## src/rtl/rxs_pkg.sv

```systemverilog
package rxs_pkg;
  localparam int ST_RDY   = 0;
  localparam int ST_OVR   = 1;
  localparam int ST_NOISE = 2;
  localparam int ST_FERR  = 3;
  localparam int ST_IDLE  = 4;
  localparam int ST_BRK   = 5;
  localparam int ST_W     = 6;

  typedef struct packed {
    logic loadBuf;
    logic clrRdy;
    logic setOvr;
    logic clrErr;
  } rxsStrobe_t;
endpackage

```

## src/rtl/rxs_ctrl.sv

```systemverilog
module rxs_ctrl
  import rxs_pkg::*;
(
  input  logic             clk,
  input  logic             rstN,
  input  logic             frameDone,
  input  logic             busRd,
  input  logic             busWr,
  input  logic             busAddr,
  input  logic             wrBit0,
  input  logic             dmaAck,
  input  logic [ST_W-1:0]  status,
  output rxsStrobe_t       strobe
);
  logic armed;
  logic dataRd, statRd, statClr, accept;

  assign dataRd  = (busRd && busAddr) || dmaAck;
  assign statRd  = busRd && !busAddr;
  assign statClr = busWr && !busAddr && !wrBit0;
  assign accept  = frameDone && (!status[ST_RDY] || dataRd);

  always_comb begin
    strobe.loadBuf = accept;
    strobe.clrRdy  = (dataRd || statClr) && !accept;
    strobe.setOvr  = frameDone && status[ST_RDY] && !dataRd;
    strobe.clrErr  = armed && dataRd && !frameDone;
  end

  always_ff @(posedge clk or negedge rstN) begin
    if (!rstN)          armed <= 1'b0;
    else if (frameDone) armed <= 1'b0;
    else if (statRd)    armed <= 1'b1;
    else if (dataRd)    armed <= 1'b0;
  end

  p_accept_sets_rdy_r1: assert property (@(posedge clk) disable iff (!rstN)
    (frameDone && !status[ST_RDY]) |=> status[ST_RDY]);

  p_read_clears_rdy_r2: assert property (@(posedge clk) disable iff (!rstN)
    (dataRd && !frameDone) |=> !status[ST_RDY]);

  p_overrun_flag_r3: assert property (@(posedge clk) disable iff (!rstN)
    (frameDone && status[ST_RDY] && !dataRd) |=> status[ST_OVR]);

  p_err_survives_frame_r6: assert property (@(posedge clk) disable iff (!rstN)
    (frameDone && (status[ST_OVR] || status[ST_FERR] || status[ST_NOISE]))
      |=> (status[ST_OVR] || status[ST_FERR] || status[ST_NOISE]));
endmodule

```

## src/rtl/rxs_datapath.sv

```systemverilog
module rxs_datapath
  import rxs_pkg::*;
#(
  parameter int DATA_W = 8
)(
  input  logic              clk,
  input  logic              rstN,
  input  rxsStrobe_t        strobe,
  input  logic [DATA_W-1:0] frameByte,
  input  logic              frameFerr,
  input  logic              frameNoise,
  input  logic              frameIdle,
  input  logic              frameBreak,
  output logic [DATA_W-1:0] bufData,
  output logic [ST_W-1:0]   status
);
  logic rdyQ, ovrQ, noiseQ, ferrQ, idleQ, brkQ;

  always_ff @(posedge clk or negedge rstN) begin
    if (!rstN) begin
      bufData <= '0;
      rdyQ    <= 1'b0;
      ovrQ    <= 1'b0;
      noiseQ  <= 1'b0;
      ferrQ   <= 1'b0;
      idleQ   <= 1'b0;
      brkQ    <= 1'b0;
    end else begin
      if (strobe.clrErr) begin
        ovrQ   <= 1'b0;
        noiseQ <= 1'b0;
        ferrQ  <= 1'b0;
        idleQ  <= 1'b0;
        brkQ   <= 1'b0;
      end
      if (strobe.setOvr) ovrQ <= 1'b1;
      if (strobe.clrRdy) rdyQ <= 1'b0;
      if (strobe.loadBuf) begin
        bufData <= frameByte;
        rdyQ    <= 1'b1;
        ferrQ   <= ferrQ  | frameFerr;
        noiseQ  <= noiseQ | frameNoise;
        idleQ   <= idleQ  | frameIdle;
        brkQ    <= brkQ   | frameBreak;
      end
    end
  end

  always_comb begin
    status          = '0;
    status[ST_RDY]  = rdyQ;
    status[ST_OVR]  = ovrQ;
    status[ST_NOISE]= noiseQ;
    status[ST_FERR] = ferrQ;
    status[ST_IDLE] = idleQ;
    status[ST_BRK]  = brkQ;
  end

  p_overrun_keeps_byte_r3: assert property (@(posedge clk) disable iff (!rstN)
    strobe.setOvr |=> $stable(bufData));
endmodule

```

## src/rtl/rx_buffer_status.sv

```systemverilog
module rx_buffer_status
  import rxs_pkg::*;
#(
  parameter int DATA_W = 8,
  localparam int RD_W = (DATA_W > ST_W) ? DATA_W : 8
)(
  input  logic              clk,
  input  logic              rstN,
  input  logic              frameDone,
  input  logic [DATA_W-1:0] frameByte,
  input  logic              frameFerr,
  input  logic              frameNoise,
  input  logic              frameIdle,
  input  logic              frameBreak,
  input  logic              busRd,
  input  logic              busWr,
  input  logic              busAddr,
  input  logic [RD_W-1:0]   busWdata,
  output logic [RD_W-1:0]   busRdata,
  input  logic              dmaMode,
  input  logic              dmaAck,
  output logic              dmaReq,
  input  logic              ieRdy,
  input  logic              ieErr,
  output logic              irq
);
  rxsStrobe_t        strobe;
  logic [ST_W-1:0]   status;
  logic [DATA_W-1:0] bufData;
  logic              errAny;

  rxs_ctrl u_ctrl (
    .clk(clk), .rstN(rstN), .frameDone(frameDone), .busRd(busRd),
    .busWr(busWr), .busAddr(busAddr), .wrBit0(busWdata[0]),
    .dmaAck(dmaAck), .status(status), .strobe(strobe)
  );

  rxs_datapath #(.DATA_W(DATA_W)) u_dp (
    .clk(clk), .rstN(rstN), .strobe(strobe), .frameByte(frameByte),
    .frameFerr(frameFerr), .frameNoise(frameNoise), .frameIdle(frameIdle),
    .frameBreak(frameBreak), .bufData(bufData), .status(status)
  );

  always_comb begin
    busRdata = '0;
    if (busAddr) busRdata[DATA_W-1:0] = bufData;
    else         busRdata[ST_W-1:0]   = status;
  end

  assign errAny = status[ST_FERR] || status[ST_NOISE] || status[ST_OVR];
  assign dmaReq = dmaMode && status[ST_RDY];
  assign irq = (ieRdy && status[ST_RDY] && !dmaMode)
            || (status[ST_OVR] && (ieRdy || (ieErr && dmaMode)))
            || (dmaMode && ieErr && errAny);

  p_irq_ready_r9: assert property (@(posedge clk) disable iff (!rstN)
    (!dmaMode && ieRdy && status[ST_RDY]) |-> irq);

  p_dma_quiet_r11: assert property (@(posedge clk) disable iff (!rstN)
    (dmaMode && !ieErr && !ieRdy) |-> !irq);
endmodule

```

## config.mk

```make
export PLATFORM = sky130hd
export DESIGN_NAME = rx_buffer_status
export DESIGN_NICKNAME = d
export VERILOG_FILES = /design/src/rtl/rxs_pkg.sv /design/src/rtl/rxs_ctrl.sv /design/src/rtl/rxs_datapath.sv /design/src/rtl/rx_buffer_status.sv
export SDC_FILE = /design/constraint.sdc
export NUM_CORES = 1
export LEC_CHECK = 0
export BUFFER_PORTS_ARGS = -buffer_cell sky130_fd_sc_hd__buf_2
export CAP_MARGIN = 20
export CORE_MARGIN = 1
export CORE_UTILIZATION = 34
export CTS_CLUSTER_SIZE = 28
export DETAILED_ROUTE_END_ITERATION = 10
export PLACE_DENSITY_LB_ADDON = 0.3
export SYNTH_ARGS = -nofsm -noshare
export SYNTH_HDL_FRONTEND = slang
export SYNTH_SLANG_ARGS = --single-unit
```

## constraint.sdc

```tcl
create_clock -name clk -period 3.25 [get_ports clk]
set_clock_uncertainty 0.15 [all_clocks]
set_input_delay 0.1625 -clock clk [delete_from_list [all_inputs] [get_ports clk]]
set_output_delay 0.1625 -clock clk [all_outputs]
set_load 0.1 [all_outputs]
```

**Word-level counts from Yosys, hierarchy flattened**

Index checks and enable logic that the tools add are counted.

- Input bits: 30
- Word-level logic and storage cells: 60
- Register bits: 15

- Reductions and logical operators: 35
- Bitwise gates (word level): 4
- Muxes and demuxes: 13

Operator list:

| cell | count |
|---|---|
| $logic_and 1x1->1 | 16 |
| $mux 1 | 11 |
| $logic_or 1x1->1 | 8 |
| $logic_not 1->1 | 7 |
| $mux 6 | 1 |
| $reduce_bool 2->1 | 3 |
| $or 1x1->1 | 4 |
| $reduce_bool 3->1 | 1 |
| $mux 2 | 1 |

**Logic depth before layout (Yosys ltp)**

Gate-level depths: netlist of the first run.

- Depth in word-level cells: 8
- Mapped depth: 4
- Mapped depth without buffers: 3

**Modules after synthesis**

Synthesis of the first run repeated with hierarchy kept, for this count alone.

- Cell total of the unflattened synthesis: 72
- Area total of the unflattened synthesis: 842.1 sq um

By module, submodules not included:

| module | sequential area each (sq um) | instances | area an instance (sq um) | cells an instance |
|---|---|---|---|---|
| rxs_datapath | 350.3 | 1 | 594.3 | 45 |
| rx_buffer_status | 0.0 | 1 | 146.4 | 14 |
| rxs_ctrl | 25.0 | 1 | 101.3 | 13 |

**Worst setup path before layout of the first run**

OpenSTA, ideal clock, no wires.

- Kind: register to output
- Start: reg u_dp.rdyQ
- End: out busRdata[0]
- Buffers on the path: 0
- Slack: 283 ps
- Required time: 2938 ps
- Cell stages (with the launch flop): 3
- Data arrival time: 2654 ps
- Path through: dfrtp_1 inv_1 o21ai_0

- Cells in the longest elaborated chain, start to end: 1

Ends and longest elaborated chain:

| what | line | RTL |
|---|---|---|
| start, declared | rxs_datapath.sv:17 | `logic rdyQ, ovrQ, noiseQ, ferrQ, idleQ, brkQ;` |
| start signal, assigned | rxs_datapath.sv:22 | `rdyQ <= 1'b0;` |
| start signal, assigned | rxs_datapath.sv:37 | `if (strobe.clrRdy) rdyQ <= 1'b0;` |
| start signal, assigned | rxs_datapath.sv:40 | `rdyQ <= 1'b1;` |
| $mux 6 | rx_buffer_status.sv:46 | `if (busAddr) busRdata[DATA_W-1:0] = bufData;` |
| end, declared | rx_buffer_status.sv:19 | `output logic [RD_W-1:0] busRdata,` |

No other way between the ends.

**Worst setup path after layout of the first run**

Ends and elaborated chain as after synthesis.

==> results of run 1 <==
[layout make-up]
cell class / count / area [sq um] / area share [%]
clock inverters: 1 / 5.005 / 0.4700
multi-input cells: 47 / 349.1 / 32.79
inverters: 5 / 18.77 / 1.763
flip-flops and latches: 15 / 375.4 / 35.25
well taps: 27 / 33.78 / 3.173
clock buffers: 3 / 22.52 / 2.115
repair buffers: 42 / 260.3 / 24.44
[registers in the layout (all words and copies together) (netlist names)]
signal,cells
u_dp.noiseQ,1
u_dp.bufData,8
u_dp.ferrQ,1
u_dp.idleQ,1
u_ctrl.armed,1
u_dp.rdyQ,1
u_dp.brkQ,1
u_dp.ovrQ,1
[per-stage QoR]
stage / instance area, sq um / setup WS [ns] / util [%] / hold WS (ns) / power (W)
2_1_floorplan: 750.7 / 0.2830 / - / -0.2831 / 0.0004017
3_3_place_gp: 937.1 / 1.695 / 46.35 / -0.06621 / 0.0004419
3_5_place_dp: 937.1 / 1.676 / 46.35 / -0.06584 / 0.0004448
4_1_cts: 1065 / 1.384 / 52.66 / 0.01889 / 0.0005572
5_1_grt: 1065 / 1.321 / 52.66 / 0.01040 / 0.0005847
6_report: 1065 / 1.426 / 52.66 / 0.01735 / 0.0005544
[tightest hold or removal path: cells and delay by family]
kind	cells	cell delay (ns)
AOI/OAI and AO/OA	2	0.15
buffers and inverters	1	0.10
[power breakdown]
group,switching (W),internal (W)
Sequential,0.0000128,0.000211
Clock,0.0000597,0.0000456
Combinational,0.000165,0.0000601
[final timing paths]
check / startpoint / cells past startpoint / end / slack (ns)
max: u_dp.rdyQ$_DFFE_PN0P_ / 3 / busRdata[0] / 1.43
min: frameIdle / 3 / u_dp.idleQ$_DFFE_PN0P_ / 0.02
max reg2reg: u_dp.rdyQ$_DFFE_PN0P_ / 2 / u_dp.bufData[6]$_DFFE_PN0P_ / 1.79
min reg2reg: u_dp.bufData[7]$_DFFE_PN0P_ / 1 / u_dp.bufData[7]$_DFFE_PN0P_ / 0.35
max in group asynchronous: rstN / 2 / u_dp.bufData[5]$_DFFE_PN0P_ / 2.54
min in group asynchronous: rstN / 2 / u_dp.bufData[7]$_DFFE_PN0P_ / 0.17
[placed cells by master, fill, tap and decap left out]
cell type / n
a21boi_4: 1
a21o_1: 1
a21oi_1: 7
a21oi_4: 1
a31o_2: 1
and2_1: 3
buf_2: 32
clkbuf_4: 3
clkinv_2: 1
dfrtp_1: 15
dlygate4sd3_1: 10
inv_1: 5
mux2_2: 9
nand2_1: 6
nand3_1: 1
nand3b_1: 1
nor2_1: 2
nor2b_1: 1
nor3b_2: 1
o211ai_1: 5
o21ai_0: 5
o21ba_2: 1
or3b_2: 1
[cells by family (layout without fill, tap and decap cells)]
group / after synthesis / after routing
AO/OA/AOI/OAI: 22 / 22
flip-flops: 15 / 15
AND/OR/NAND/NOR: 16 / 16
multiplexers: 9 / 9
buffers and inverters: 7 / 51
[repair_timing]
action                                  CTS  global route
hold endpoints to repair                 24             0
hold buffers                             10             0
endpoints found under the setup margin    0             0
[routing by layer]
metal  share of wire (%)  vias to the layer above
li1                    -                      330
met1                  44                      303
met2                  51                       17
met3                 4.0                        5
met4                 1.3                        0
met5                   0                        -
==> summary.md, run 1 <==
| Metric | Value |
|---|---|
| Maximum VDD drop | `0.3211 mV` |
| Crit path max-delay family | `buffers and inverters` |
| Minimum clock period | `roughly 1.8 ns` |
| Relative slew slack | `~68%` |
| Post-route setup TNS | `0 ns` |
| Total GRT Usage | `between 15 and 20%` |
| Clock-pin slew on the worst setup and hold paths | `~0.09 ns` |
| Register bit total from synthesis | `15` |
| Die H | `~50 microns` |
| Area share of the largest cell type after synthesis | `between 50% and 60%` |
| Met1 global-route usage | `a little under a fifth` |
| Gpl congestion | `between 0.7 and 0.8` |
| Critical path class | `reg2out` |
| Cell Chain, Critical Path | `inv_1 -> o21ai_0 -> buf_2` |
| M3 GR Usage | `about 2.5%` |
| Worst Hold Class | `in2reg` |
| Post-Place Cells | `~130` |
| Area contributors post-synth | `dfrtp_1, mux2_2, o211ai_1` |
| Most common cell in the netlist | `dfrtp_1` |
| Syn_area_per_cell | `~11 sq um` |
| Post_cts resized | `0` |
| Met2 Use GR | `a little over a quarter` |
| Final nets | `~140` |
| CTS tree | `built` |
| Post-route non-filler standard cell count | `140` |
| Synthesis Warnings | `0` |
| Initial antenna violation count | `0` |
| Post-CTS Setup Bufs | `0` |
| First-pass GRT wire length | `around 2.9 mm` |
| Slew @ Worst Pin | `between 0.4 and 0.5 ns` |
| Largest family of logic cells by synthesized area | `compound AO/OA/AOI/OAI gates` |
| Vias in the first global route | `672` |
| Post-DP HPWL | `between 1 and 1.5 mm` |
| # IOs | `40` |
| Initial DRT Pass Iterations | `4` |
| H-tree Lvls | `1` |
| Max-Cap Viols | `0` |
| Starting density of the core | `37.13%` |
| Syn-to-layout area delta | `41.83%` |
| Post-Syn Area | `between 700 and 800 sq um` |
| Total gr overflow | `0` |
| Post-synth top cells | `dfrtp_1, mux2_2, a21oi_1, nand2_1` |
| Fmax | `548.2 MHz` |
| Synth Area in XOR/XNOR | `0%` |
| Iter 0 DRT Violations | `5` |
| Via count | `about 660` |
| Die area | `around 2400 sq um` |
| Compound-Gate Fraction of Synth Area | `between 20% and 30%` |
| Pwr Density | `~520 nW/um^2` |
| Status | `finished clean` |
| CP endpoint kind | `primary output` |
| WL per Instance | `around 11 microns` |
| Clk root buf | `clkbuf_4` |
| Max clock buf depth | `2` |
| Startpoint Class | `flip-flop` |
| Top cell type by total area after synthesis | `dfrtp_1` |
| CTS Buf Count | `3` |
| # DRC | `0` |
| Filler Cell Count | `185` |
| CP arrival | `1.51 ns` |
| Final Cycle Share | `a little under three fifths` |
| # setup viols final | `0` |
| Mapped Nets | `99` |
| Max-slew violation count | `0` |
| Post-synthesis simple-gate area fraction | `11.83%` |
| Layout cells sized above 1 | `between 40% and 50%` |
| Post-Synth Adder-Cell Area | `0%` |
| Largest net degree at the start of global routing | `18` |
| Slowest cell delay on critical path | `about 0.49 ns` |
| Detail Route Antenna Nets | `0` |
| Synthesized instance count | `69` |
| Post-synthesis sequential area ratio | `50.00%` |
| Max FO, Critical Path | `7` |
| LEAKAGE | `slightly above 0.5 nW` |
| DIE WIDTH | `about 49 microns` |
| Fin. Hold Viols | `0` |
| Core Area | `2022 sq um` |
| Library cells used by synthesis | `20` |
| Critical path's slowest cell | `dfrtp_1` |
| IO Port Bufs | `32` |
| N_diodes | `0` |
| Core Rows | `16` |
| Worst Path Buf+Inv | `2` |
| Sink Count | `15` |
| Async set-reset flop share out of synthesis | `between 90% and 100%` |
| Number of flops mapped to enable cells by yosys | `0` |
| Vias per cell | `around 4.7` |
| RSZ-0062 raised after global routing | `no` |
| Worst-skew pair later-pin latency | `between 0.2 and 0.3 ns` |
| Critical path required time | `between 2 and 3 ns` |
| Gr busiest metal | `met2` |
| Post-Route WL | `1.569 mm` |
| Synth Flop Type | `dfrtp_1` |
| Mux contribution to synthesized area | `~14%` |
No activity file was read; power rests on OpenSTA's default activity.
==> run 2, diff against run 1 <==
Settings changed: ABC_AREA set to 1.
Clock period 3.25 ns to 1.5 ns, I/O delays scaled along.
==> run 2 against run 1 <==
Core utilization is 8.1 points higher; synthesized cell count is 39% higher; critical path type unchanged; clock power is 120% higher; power is 150% higher.
==> summary.md, run 2 <==
| Metric | Value |
|---|---|
| Syn_area_per_cell | `7.833 sq um (-28%)` |
| Layout cells sized above 1 | `35.37% (-9.8 points)` |
| Iter 0 DRT Violations | `8 (+3)` |
| Post-synth top cells | `nand2_1, dfrtp_1, inv_1, nand3_1` |
| Worst Hold Class | `in2reg` |
| Clk root buf | `clkbuf_4` |
| Max FO, Critical Path | `3 (-4)` |
| Total GRT Usage | `17.30% (+1.8 points)` |
| Critical path required time | `1.27 ns (-1.67 ns)` |
| Max-slew violation count | `0 (unchanged)` |
| Reg2reg end | `u_ctrl.armed$_DFFE_PN0P_` |
| CP endpoint | `busRdata[5]` |
| WL per Instance | `10.42 microns (-7.0%)` |
| Final nets | `178 (+24%)` |
| Fmax | `683.2 MHz` |
| First-pass GRT wire length | `3.111 mm (+8.9%)` |
| LEAKAGE | `0.6590 nW (+30%)` |
| Die H | `49.03 microns (about the same)` |
| RSZ-0062 raised after global routing | `yes` |
| CTS Buf Count | `3 (unchanged)` |
| Post-DP HPWL | `1.252 mm (+9.6%)` |
| Initial antenna violation count | `0 (unchanged)` |
| DIE WIDTH | `49.03 microns (about the same)` |
| Async set-reset flop share out of synthesis | `100.0% (unchanged)` |
| Worst Reg-to-Reg Cells | `3 (+1)` |
| Register bit total from synthesis | `15 (unchanged)` |
| Post-synthesis sequential area ratio | `49.92% (-0.083 points)` |
| Max clock buf depth | `2 (unchanged)` |
| Post-Route WL | `1.813 mm (+16%)` |
| N_diodes | `0 (unchanged)` |
| IO Port Bufs | `32 (unchanged)` |
| Initial DRT Pass Iterations | `4 (unchanged)` |
| Slew @ Worst Pin | `0.4846 ns (-0.005004 ns)` |
| Relative slew slack | `67.92% (+0.33 points)` |
| Worst-skew pair later-pin latency | `0.28 ns (about the same)` |
| Final Cycle Share | `a little over nine tenths` |
| Reg2Reg Setup Slack | `0.11 ns (-1.68 ns)` |
| Vias in the first global route | `725 (+7.9%)` |
| Largest register FFs | `8 (unchanged)` |
| Gpl congestion | `0.7863 (+12%)` |
| Top cell type by total area after synthesis | `dfrtp_1` |
| Maximum VDD drop | `0.6071 mV (+89%)` |
| Die area | `2404 sq um (+0.16%)` |
| Final Util | `60.77% (+8.1 points)` |
| Synthesis Warnings | `0 (unchanged)` |
| Clock-pin slew on the worst setup and hold paths | `0.09 ns (about the same)` |
| CP arrival | `1.24 ns (-0.27 ns)` |
| Most common cell in the netlist | `nand2_1` |
| Largest net degree at the start of global routing | `16 (-2)` |
| # setup viols final | `0 (unchanged)` |
| DP Area | `1017 sq um (+8.5%)` |
| Syn-to-layout area delta | `63.39%` |
| Minimum clock period | `roughly 1.5 ns` |
| Synthesized instance count | `96 (+39%)` |
| Starting density of the core | `37.19% (+0.062 points)` |
| Mapped Nets | `126 (+27%)` |
| # DRC | `0 (unchanged)` |
| Sink Count | `15 (unchanged)` |
| CTS tree | `built` |
| Critical path class | `reg2out` |
| Via count | `775 (+18%)` |
| # IOs | `40 (unchanged)` |
| Area share of the largest cell type after synthesis | `49.92% (-0.083 points)` |
| Library cells used by synthesis | `14 (-30%)` |
| Core Rows | `16 (unchanged)` |
| Number of flops mapped to enable cells by yosys | `0 (unchanged)` |
| Most common cell after layout, fill and taps aside | `nand2_1` |
| Max-Cap Viols | `0 (unchanged)` |
| Vias per cell | `4.454 (-4.8%)` |
| Synth Flop Type | `dfrtp_1` |
| Post-Route Hold Slack | `0.02095 ns (+0.003596 ns)` |
| Post-Syn Area | `752.0 sq um (+0.17%)` |
| Status | `finished clean` |
| Pwr Density | `1127 nW/um^2 (+120%)` |
| CP endpoint kind | `primary output` |
| Most flops, register | `u_dp.bufData` |
| Post-Place Cells | `152 (+21%)` |
| Most frequent cells in the layout | `nand2_1, buf_2, dlygate4sd3_1, dfrtp_1, nand3_1` |
| Origin of the worst setup path | `u_dp.brkQ$_DFFE_PN0P_` |
| Startpoint Class | `flip-flop` |
| Total gr overflow | `0 (unchanged)` |
| Area contributors post-synth | `dfrtp_1, nand2_1, nand3_1` |
| Fin. Hold Viols | `0 (unchanged)` |
| H-tree Lvls | `1 (unchanged)` |
| Detail Route Antenna Nets | `0 (unchanged)` |
| Cell area after layout | `1229 sq um (+15%)` |
| Core Area | `2022 sq um (unchanged)` |
| Critical R2R Launch | `u_ctrl.armed$_DFFE_PN0P_` |
| Post-route non-filler standard cell count | `174 (+24%)` |
==> run 2: routing by layer <==
layer	wire length [microns]	GRT usage [%]	vias up
li1	-	-	403
met1	803	19.61	352
met2	938	30.56	18
met3	49	3.115	2
met4	22	9.314	0
met5	0	0	-
==> run 2: layout make-up <==
type | count | area, sq um
inverter | 10 | 37.54
clock buffer | 4 | 26.28
sequential | 15 | 375.4
multi-input combinational | 67 | 330.3
timing repair buffer | 51 | 425.4
tap | 27 | 33.78
fill | 191 | 793.3
==> run 2: how the worst min path moves through the flow <==
stage | cells after the start | startpoint | to | slack (ns)
5_1_grt | 3 | busWr | u_dp.rdyQ$_DFFE_PN0P_ | 0.06
3_3_place_gp | 1 | rstN | u_dp.ferrQ$_DFFE_PN0P_ | -0.15
4_1_cts | 3 | busWr | u_dp.rdyQ$_DFFE_PN0P_ | 0.02
3_5_place_dp | 1 | rstN | u_dp.noiseQ$_DFFE_PN0P_ | -0.15
2_1_floorplan | 0 | rstN | u_ctrl.armed$_DFFE_PN0P_ | -0.37
6_report | 3 | busWr | u_dp.rdyQ$_DFFE_PN0P_ | 0.02
==> run 2: where the power goes <==
part           switching (W)  internal, W  leakage, nW
clock               0.000128     0.000103       0.0150
sequential         0.0000415     0.000463        0.182
combinational       0.000431     0.000218        0.462
==> run 2: cells by family after synthesis <==
kind of cell           after synthesis  synth area share, %
AOI/OAI and AO/OA                   12                8.486
and+or+nand+nor                     53                30.12
buffers and inverters               14                8.486
DFF                                 15                49.92
muxes                                2                2.995
==> run 2: timing repair <==
item                       CTS  global route
hold endpoints to repair    30             0
hold buffers                17             0
setup endpoints to repair    0             3
gates resized for setup      0             9
buffers inserted             0             1
==> run 2: through the flow <==
step	setup WS [ns]	power (W)	setup TNS (ns)
3_5_place_dp	0.2570	0.001112	0
2_1_floorplan	0.04738	0.0009371	0
3_3_place_gp	0.2731	0.001103	0
6_report	0.03621	0.001385	0
4_1_cts	0.003743	0.001376	0
5_1_grt	-0.005997	0.001458	-0.005997
==> run 2: worst max-delay path: stages (launching register included) <==
cell	delay, ns
dfrtp_1	0.40
mux2_2	0.27
clkbuf_4	0.28
==> run 3, diff against run 2 <==
Settings changed: ABC_AREA 1 to not set, ABC_CLOCK_PERIOD_IN_PS set to 1500.
==> run 3 against run 2 <==
Flip-flop and latch count stayed put; register-to-register slack worse by 0.095 ns; first-iteration DRC count is 25% higher; clock power is 5% lower; critical endpoint is now u_dp.bufData[3]$_DFFE_PN0P_; wire length is 6.3% lower; critical path depth is 1 higher; worst hold slack worse by 0.012 ns; largest cell class unchanged; final cell count is 14% lower; highest routed layer unchanged; core utilization is 3.8 points higher; setup slack worse by 0.022 ns; sequential share of layout area is 1.8 points lower.
==> summary.md, run 3 (synthesis results as in run 1) <==
| Metric | Value |
|---|---|
| Status | `finished clean` |
| # IOs | `40 (unchanged)` |
| Final nets | `154 (-13%)` |
| Largest register FFs | `8 (unchanged)` |
| CP endpoint kind | `flip-flop` |
| Final Cycle Share | `99.02% (+1.4 points)` |
| Cell area after layout | `1305 sq um (+6.2%)` |
| First-pass GRT wire length | `3.029 mm (-2.6%)` |
| DP Area | `1110 sq um (+9.1%)` |
| Initial antenna violation count | `0 (unchanged)` |
| Worst Hold Class | `in2reg` |
| Clock-pin slew on the worst setup and hold paths | `0.09 ns (about the same)` |
| Via count | `700 (-9.7%)` |
| M3 GR Usage | `2.804% (-0.31 points)` |
| N_diodes | `0 (unchanged)` |
| Vias per cell | `4.667 (+4.8%)` |
| Core Rows | `16 (unchanged)` |
| Startpoint Class | `flip-flop` |
| Most frequent cells in the layout | `buf_2, dlygate4sd3_1, dfrtp_1, mux2_2, buf_12` |
| H-tree Lvls | `1 (unchanged)` |
| Gpl congestion | `0.7540 (-4.1%)` |
| Syn-to-layout area delta | `73.83%` |
| Met2 Use GR | `28.94% (-1.6 points)` |
| Core Area | `2022 sq um (unchanged)` |
| Max clock buf depth | `2 (unchanged)` |
| IO Port Bufs | `32 (unchanged)` |
| Critical path class | `reg2reg` |
| Minimum clock period | `1.485 ns (+0.02157 ns)` |
| Fin. Hold Viols | `0 (unchanged)` |
| RSZ-0062 raised after global routing | `yes` |
| CTS Buf Count | `3 (unchanged)` |
| Max FO, Critical Path | `9 (+6)` |
| Post-Route WL | `1.699 mm (-6.3%)` |
| Most flops, register | `u_dp.bufData` |
| Layout cells sized above 1 | `47.97% (+13 points)` |
| Final Util | `64.54% (+3.8 points)` |
| Post-DP HPWL | `1.293 mm (+3.3%)` |
| Relative slew slack | `67.72% (-0.20 points)` |
| Fmax | `673.2 MHz (-1.5%)` |
| Maximum VDD drop | `0.6339 mV (+4.4%)` |
| Largest net degree at the start of global routing | `16 (unchanged)` |
| Total gr overflow | `0 (unchanged)` |
| LEAKAGE | `0.6003 nW (-8.9%)` |
| Iter 0 DRT Violations | `10 (+2)` |
| Die area | `2400 sq um (-0.16%)` |
| Clk root buf | `clkbuf_4` |
| Critical path required time | `1.51 ns (+0.24 ns)` |
| Gr busiest metal | `met2` |
| Worst-skew pair later-pin latency | `0.27 ns (about the same)` |
| Met1 global-route usage | `20.20% (+0.59 points)` |
| Initial DRT Pass Iterations | `3 (-1)` |
| Total GRT Usage | `16.30% (-0.99 points)` |
| DIE WIDTH | `48.99 microns (about the same)` |
| CP arrival | `1.49 ns (+0.25 ns)` |
| Starting density of the core | `37.13% (-0.062 points)` |
| Max-slew violation count | `0 (unchanged)` |
| WL per Instance | `11.33 microns (+8.7%)` |
| Slew @ Worst Pin | `0.4876 ns (+0.003027 ns)` |
| Pwr Density | `1035 nW/um^2 (-8.2%)` |
| Die H | `48.99 microns (about the same)` |
| Sink Count | `15 (unchanged)` |
| CTS tree | `built` |
| # DRC | `0 (unchanged)` |
| Most common cell after layout, fill and taps aside | `buf_2` |
| Max-Cap Viols | `0 (unchanged)` |
| Vias in the first global route | `716 (-1.2%)` |
| # setup viols final | `0 (unchanged)` |
| Detail Route Antenna Nets | `0 (unchanged)` |
==> run 3: cell types whose count changed in the layout (fill, tap and decap cells not counted), sizes merged, moves of 3 or more <==
| cell | change |
|---|---|
| and2 | +3 |
| buf | +4 |
| inv | -5 |
| mux2 | +7 |
| nand2 | -29 |
| nand3 | -10 |
| nor2 | -4 |
| o211ai | +5 |
==> run 3: where the power goes <==
| group | switching [W] | total (W) | internal (W) | leakage, nW |
|---|---|---|---|---|
| Sequential | 0.0000238 | 0.000481 | 0.000458 | 0.169 |
| Combinational | 0.000396 | 0.000651 | 0.000255 | 0.417 |
| Clock | 0.000116 | 0.000219 | 0.000103 | 0.0150 |
| Total | 0.000536 | 0.00135 | 0.000815 | 0.600 |
==> run 3: final cells by class <==
cell class | count | area, sq um
flip-flops and latches | 15 | 375.4
multi-input cells | 47 | 364.1
inverters | 5 | 18.77
fillers | 173 | 716.9
clock buffers | 4 | 26.28
repair buffers | 52 | 486.7
well taps | 27 | 33.78
==> run 3: worst paths after layout <==
kind | endpoint | slack (ns) | depth (start not counted) | from
max in group asynchronous | u_dp.bufData[5]$_DFFE_PN0P_ | 0.86 | 2 | rstN
min | u_dp.ovrQ$_DFFE_PN0P_ | 0.009 | 4 | dmaAck
max | u_dp.bufData[3]$_DFFE_PN0P_ | 0.01 | 3 | u_dp.rdyQ$_DFFE_PN0P_
max reg2reg | u_dp.bufData[3]$_DFFE_PN0P_ | 0.01 | 3 | u_dp.rdyQ$_DFFE_PN0P_
min in group asynchronous | u_dp.bufData[7]$_DFFE_PN0P_ | 0.09 | 2 | rstN
min reg2reg | u_dp.bufData[6]$_DFFE_PN0P_ | 0.35 | 1 | u_dp.bufData[6]$_DFFE_PN0P_
==> run 3: repair_timing <==
item,in CTS,in global routing
resized for setup,1,0
endpoints found under the hold margin,29,0
setup buffers,1,1
endpoints found under the setup margin,2,2
hold buffers,15,0
==> run 3: metrics by stage <==
stage | setup TNS [ns] | cells | power [W] | hold slack (ns) | setup WS [ns]
after floorplan | -1.071 | 69 | 0.0008823 | -0.3706 | -0.5409
after global placement | 0 | 129 | 0.001092 | -0.1568 | 0.1497
after detailed placement | 0 | 129 | 0.001104 | -0.1575 | 0.1121
after CTS | 0 | 149 | 0.001362 | 0.001298 | 0.002463
after global routing | -0.1080 | 150 | 0.001415 | 0.02210 | -0.02206
final | 0 | 150 | 0.001351 | 0.008735 | 0.01464
==> run 3: routing by layer <==
| metal | vias to the layer above | part of all wire (%) |
|---|---|---|
| li1 | 355 | - |
| met1 | 326 | 43 |
| met2 | 17 | 52 |
| met3 | 2 | 3.2 |
| met4 | 0 | 0.82 |
| met5 | - | 0 |
==> run 3: worst max-delay path: stages, from the launching register on <==
cell      delay, ns
dfrtp_1        0.40
buf_4          0.15
a21boi_4       0.29
mux2_2         0.39
